--- config.mk ---
export PLATFORM = sky130hd
export DESIGN_NAME = scaled_index_add
export DESIGN_NICKNAME = d
export VERILOG_FILES = /design/src/rtl/sia_pkg.sv /design/src/rtl/sia_decode.sv /design/src/rtl/sia_shift_add.sv /design/src/rtl/sia_out_reg.sv /design/src/rtl/scaled_index_add.sv
export SDC_FILE = /design/constraint.sdc
export NUM_CORES = 1
export LEC_CHECK = 0
export CAP_MARGIN = 10
export CELL_PAD_IN_SITES_DETAIL_PLACEMENT = 0
export CELL_PAD_IN_SITES_GLOBAL_PLACEMENT = 2
export CORE_UTILIZATION = 29
export CTS_BUF_LIST = sky130_fd_sc_hd__clkbuf_4 sky130_fd_sc_hd__clkbuf_8
export CTS_CLUSTER_SIZE = 30
export DETAILED_ROUTE_END_ITERATION = 10
export PLACE_DENSITY = 0.84
export SYNTH_ARGS = -nofsm -noshare
export SYNTH_HDL_FRONTEND = slang
export SYNTH_SLANG_ARGS = --single-unit
--- constraint.sdc ---
create_clock -name clk -period 0.8 [get_ports clk]
set_input_delay 0.24 -clock clk [delete_from_list [all_inputs] [get_ports clk]]
set_output_delay 0.24 -clock clk [all_outputs]
set_load 0.03 [all_outputs]
--- src/rtl/sia_pkg.sv ---
package sia_pkg;
  localparam int unsigned XLEN    = 64;
  localparam int unsigned NARROW  = 32;
  localparam int unsigned SHW     = 2;
  localparam int unsigned RIDX    = 5;
  localparam int unsigned IW      = 32;

  localparam logic [5:0] MAJOR_SPECIAL = 6'h00;
  localparam logic [5:0] FN_NARROW     = 6'h05;
  localparam logic [5:0] FN_WIDE       = 6'h15;

  typedef enum logic [2:0] {
    K_NONE,
    K_NARROW,
    K_WIDE,
    K_RSVD,
    K_LEGACY
  } sia_kind_e;
endpackage

--- src/rtl/sia_decode.sv ---
module sia_decode
  import sia_pkg::*;
(
  input  logic [IW-1:0]   instr,
  input  logic            r6_en,
  input  logic            mode64,
  output sia_kind_e       kind,
  output logic [SHW-1:0]  sh,
  output logic [RIDX-1:0] rs,
  output logic [RIDX-1:0] rt,
  output logic [RIDX-1:0] rd
);
  logic [5:0] major;
  logic [5:0] fn;
  logic       pad_zero;

  assign major    = instr[31:26];
  assign fn       = instr[5:0];
  assign pad_zero = (instr[10:8] == 3'b000);
  assign rs       = instr[25:21];
  assign rt       = instr[20:16];
  assign rd       = instr[15:11];
  assign sh       = instr[7:6];

  always_comb begin
    kind = K_NONE;
    if (major == MAJOR_SPECIAL) begin
      if (fn == FN_NARROW) begin
        if (!r6_en)        kind = K_LEGACY;
        else if (pad_zero) kind = K_NARROW;
      end else if (fn == FN_WIDE && r6_en && pad_zero) begin
        kind = mode64 ? K_WIDE : K_RSVD;
      end
    end
  end
endmodule

--- src/rtl/sia_shift_add.sv ---
module sia_shift_add #(
  parameter int unsigned XW   = 64,
  parameter int unsigned SW   = 2,
  parameter int unsigned KEEP = 64
) (
  input  logic [XW-1:0] a,
  input  logic [XW-1:0] b,
  input  logic [SW-1:0] sh,
  output logic [XW-1:0] y
);
  localparam int unsigned AW = SW + 1;

  logic [AW-1:0] amt;
  logic [XW-1:0] sum;

  assign amt = {1'b0, sh} + AW'(1);
  assign sum = (a << amt) + b;

  generate
    if (KEEP < XW) begin : g_sext
      assign y = {{(XW-KEEP){sum[KEEP-1]}}, sum[KEEP-1:0]};
    end else begin : g_full
      assign y = sum;
    end
  endgenerate
endmodule

--- src/rtl/sia_out_reg.sv ---
module sia_out_reg #(
  parameter int unsigned XW = 64,
  parameter int unsigned RW = 5
) (
  input  logic          clk,
  input  logic          rst_n,
  input  logic          we_d,
  input  logic          exc_d,
  input  logic          leg_d,
  input  logic [XW-1:0] res_d,
  input  logic [RW-1:0] waddr_d,
  output logic          we_q,
  output logic          exc_q,
  output logic          leg_q,
  output logic [XW-1:0] res_q,
  output logic [RW-1:0] waddr_q
);
  always_ff @(posedge clk or negedge rst_n) begin
    if (!rst_n) begin
      we_q  <= 1'b0;
      exc_q <= 1'b0;
      leg_q <= 1'b0;
    end else begin
      we_q  <= we_d;
      exc_q <= exc_d;
      leg_q <= leg_d;
    end
  end

  always_ff @(posedge clk or negedge rst_n) begin
    if (!rst_n) begin
      res_q   <= '0;
      waddr_q <= '0;
    end else if (we_d) begin
      res_q   <= res_d;
      waddr_q <= waddr_d;
    end
  end
endmodule

--- src/rtl/scaled_index_add.sv ---
module scaled_index_add
  import sia_pkg::*;
(
  input  logic            clk,
  input  logic            rst_n,
  input  logic            valid,
  input  logic [31:0]     instr,
  input  logic [63:0]     src_a,
  input  logic [63:0]     src_b,
  input  logic            r6_en,
  input  logic            mode64,
  output logic [4:0]      rs_idx,
  output logic [4:0]      rt_idx,
  output logic [63:0]     out_result,
  output logic [4:0]      out_waddr,
  output logic            out_we,
  output logic            out_rsvd_exc,
  output logic            out_legacy
);
  localparam int unsigned NFORM = 2;

  sia_kind_e       kind;
  logic [SHW-1:0]  sh;
  logic [RIDX-1:0] rd;
  logic [XLEN-1:0] form_y [NFORM];
  logic            we_n;
  logic            exc_n;
  logic            leg_n;
  logic [XLEN-1:0] res_n;

  sia_decode u_dec (
    .instr  (instr),
    .r6_en  (r6_en),
    .mode64 (mode64),
    .kind   (kind),
    .sh     (sh),
    .rs     (rs_idx),
    .rt     (rt_idx),
    .rd     (rd)
  );

  genvar gi;
  generate
    for (gi = 0; gi < NFORM; gi++) begin : g_form
      sia_shift_add #(
        .XW   (XLEN),
        .SW   (SHW),
        .KEEP ((gi == 0) ? NARROW : XLEN)
      ) u_sa (
        .a  (src_a),
        .b  (src_b),
        .sh (sh),
        .y  (form_y[gi])
      );
    end
  endgenerate

  always_comb begin
    we_n  = valid && (kind == K_NARROW || kind == K_WIDE) && (rd != '0);
    exc_n = valid && (kind == K_RSVD);
    leg_n = valid && (kind == K_LEGACY);
    res_n = (kind == K_WIDE) ? form_y[1] : form_y[0];
  end

  sia_out_reg #(.XW(XLEN), .RW(RIDX)) u_reg (
    .clk     (clk),
    .rst_n   (rst_n),
    .we_d    (we_n),
    .exc_d   (exc_n),
    .leg_d   (leg_n),
    .res_d   (res_n),
    .waddr_d (rd),
    .we_q    (out_we),
    .exc_q   (out_rsvd_exc),
    .leg_q   (out_legacy),
    .res_q   (out_result),
    .waddr_q (out_waddr)
  );
endmodule

==> flow_summary.json <==
{
  "clk_latency_ns": 0.38,
  "rsz0062_at_grt": "true",
  "r2r_start": "u_reg.res_q[61]",
  "totalWireLength_mm": 40.1,
  "grt_pass1_wl_mm": 59.6,
  "synth-async-reset-ratio_pct": 100,
  "fin_tns_setup_ns": -201.91,
  "syn_inst": 1047,
  "path_common_cell": "buf_4",
  "cap_violations": 0,
  "grt_use_met1_pct": 32.2,
  "fin_ws_ns": -3.13,
  "synth.top_cell.area_share_pct": 20.1,
  "worst_setup_path_start_kind": "input pin",
  "cts_max_level": 3,
  "ff2ff_path_depth": 2,
  "core_area_sq_um": 30500,
  "final_util_pct": 57.5,
  "cp_top_family": "compound AO/OA/AOI/OAI gates",
  "dieArea_sq_um": 31700,
  "setup_viol": 144,
  "cts_buffer_depth": 2,
  "die_h_microns": 178,
  "endpoint_kind": "register",
  "vias_per_cell": 5.24,
  "drive_gt1_share_pct": 53.3,
  "r2r_slack_ns": -0.22,
  "cts_inserted_buffers": 9,
  "place_inst": 1917,
  "grt_usage_pct": 24.9,
  "syn_avg_cell_area_sq_um": 8.58,
  "clock-skew-final_ns": 0,
  "mappedNetlistArea_sq_um": 8980,
  "crit_fanout": 7,
  "grt_use_met3_pct": 2.79,
  "cp_slowest_stage_delay_ns": 0.52,
  "area_growth_pct": 95.3,
  "drc": 0,
  "grt_antenna_before_repair": 0,
  "worst_pin_slew_ns": 0.555,
  "hold_viol_final": 0,
  "final_cell_mix": "buf_4, clkdlybuf4s50_1, nand2_1",
  "fin_nets": 1861,
  "report.power.total_w": 0.0249,
  "wl_per_cell_microns": 19.8,
  "fmax_mhz": 254,
  "overflow": 0,
  "clk_pin_slew_ns": 0.10,
  "grt_max_degree": 31,
  "violations": "negative setup slack",
  "fin_crit_ns": 3.93,
  "use_met2_pct": 41.0,
  "grt_pass1_vias": 10700,
  "fin_crit_sh_pct": 492,
  "r2r-end": "u_reg.res_q[61]",
  "yosysTopAreaCell": "dfrtp_1",
  "slew_headroom_pct": 62.7,
  "path_cells": "buf_6, ha_4, buf_4, buf_4, buf_12, buf_8, buf_4, mux2_2, mux4_2, ha_4, a21o_1, buf_4, a21o_1, a21oi_2, o21a_1, o21a_1, o2111ai_4, nand3_4, o21ai_4, xnor2_2, a211oi_2",
  "arrival_ns": 4.18,
  "grt.busiest_layer": "met2",
  "synth_seq_cells": 72,
  "num_vias": 10600,
  "yosysUniqueCellTypes": 80,
  "slew_violations": 0,
  "ant_nets": 0,
  "place_worst_setup_slack_ns": -4.23,
  "finalWeightedCongestion": 0.951,
  "clock_sinks": 72,
  "vdd_ir_drop_max_v": 0.000759,
  "p_per_area_nw_per_um2": 1420,
  "crit_slowest_cell": "mux4_2",
  "critPathKind": "in2reg",
  "rows": 64,
  "port_buffers": 226,
  "synth_edf_count": 0,
  "ioPinCount": 247,
  "cp_data_required_time_ns": 1.05,
  "synth_warnings": 0,
  "synth.yosys.seq_area_share_pct": 20.1,
  "hold_path.class": "in2async",
  "drt_iter0_markers": 591,
  "synthFlopType": "dfrtp_1",
  "syn_nets": 1278,
  "run_status": "finished with violations",
  "final_common_cell": "buf_4",
  "stdcell_count": 2031,
  "dieWidth_microns": 178,
  "cts_tree": "yes",
  "place.detailed.hpwl_mm": 31.2,
  "diodes": 0,
  "yosys-top-cells-area": "dfrtp_1, mux4_2, ha_1",
  "cts_root_buf": "clkbuf_8",
  "leakagePower_nw": 7.59,
  "start_util_pct": 29.4,
  "crit_buf_inv": 7,
  "drt_pass1_iterations": 5
}
## timing repair
item                       4_1_cts  5_1_grt
buffers inserted                71       37
cloned                           3        1
hold buffers                     1        0
pin swaps                      104       93
hold endpoints to repair        72        0
setup endpoints to repair      144      144
gates resized for setup        285      124
## worst max path at each step
stage	from	slack, ns	cells after the start	to
final	instr[6]	-3.13	21	u_reg.res_q[62]
after global routing	instr[6]	-3.25	21	u_reg.res_q[40]
after CTS	instr[6]	-3.07	19	u_reg.res_q[60]
after detailed placement	instr[7]	-4.23	17	u_reg.res_q[62]
after global placement	instr[7]	-4.21	17	u_reg.res_q[58]
after floorplan	instr[7]	-3.12	19	u_reg.res_q[53]
## Yosys cell counts (21+ instances only)
master,instances
ha_1,65
clkbuf_1,45
mux2_2,54
o21ai_0,61
a21o_1,31
mux4_2,49
nand4_1,24
inv_1,21
nand3_1,21
a21oi_1,90
xnor2_1,39
nand2_1,135
dfrtp_1,72
nor2_1,63
## sequential cells by signal, summed over array words and instances (netlist names)
signal	flops
u_reg.we_q	1
u_reg.res_q	64
u_reg.waddr_q	5
u_reg.leg_q	1
u_reg.exc_q	1
## report_power, final
| part | switching (W) | internal (W) | total (W) |
|---|---|---|---|
| logic | 0.00828 | 0.00963 | 0.0179 |
| registers | 0.00000296 | 0.00364 | 0.00364 |
| clock network | 0.00189 | 0.00148 | 0.00337 |
## routing by layer
metal | vias up | wire length [microns]
li1 | 5066 | -
met1 | 5156 | 17200
met2 | 319 | 19200
met3 | 96 | 1830
met4 | 0 | 1890
met5 | - | 0
## worst register-to-register path: stages (launching register included)
cell,delay [ns]
dfrtp_1,0.46
buf_4,0.16
a221o_1,0.30
## kinds of logic (layout without fill, tap and decap cells)
| family | after synthesis | after routing | share of synthesized area (%) |
|---|---|---|---|
| AND/OR/NAND/NOR | 319 | 320 | 16.8 |
| AO/OA/AOI/OAI | 310 | 310 | 22.2 |
| multiplexers | 117 | 117 | 20.6 |
| buffers and inverters | 107 | 694 | 5.58 |
| flip-flops | 72 | 72 | 20.1 |
| adder cells (fa/ha/maj) | 66 | 66 | 9.27 |
| XOR/XNOR | 56 | 56 | 5.54 |
## final cells by class
type,instances,area (sq um)
Tap cell,396,495
Fill cell,2654,13000
Timing Repair Buffer,654,6570
Inverter,24,103
Sequential cell,72,1810
Clock inverter,7,77.6
Multi-Input combinational cell,869,8370
Clock buffer,9,124
## stage by stage
step                hold WS [ns]  cell area (sq um)
finish                     0.237              17500
global route               0.246              17500
CTS                        0.226              16700
detailed placement         0.119              14800
global placement           0.124              14800
floorplan                -0.0556               9410
No activity file was read; power rests on OpenSTA's default activity.
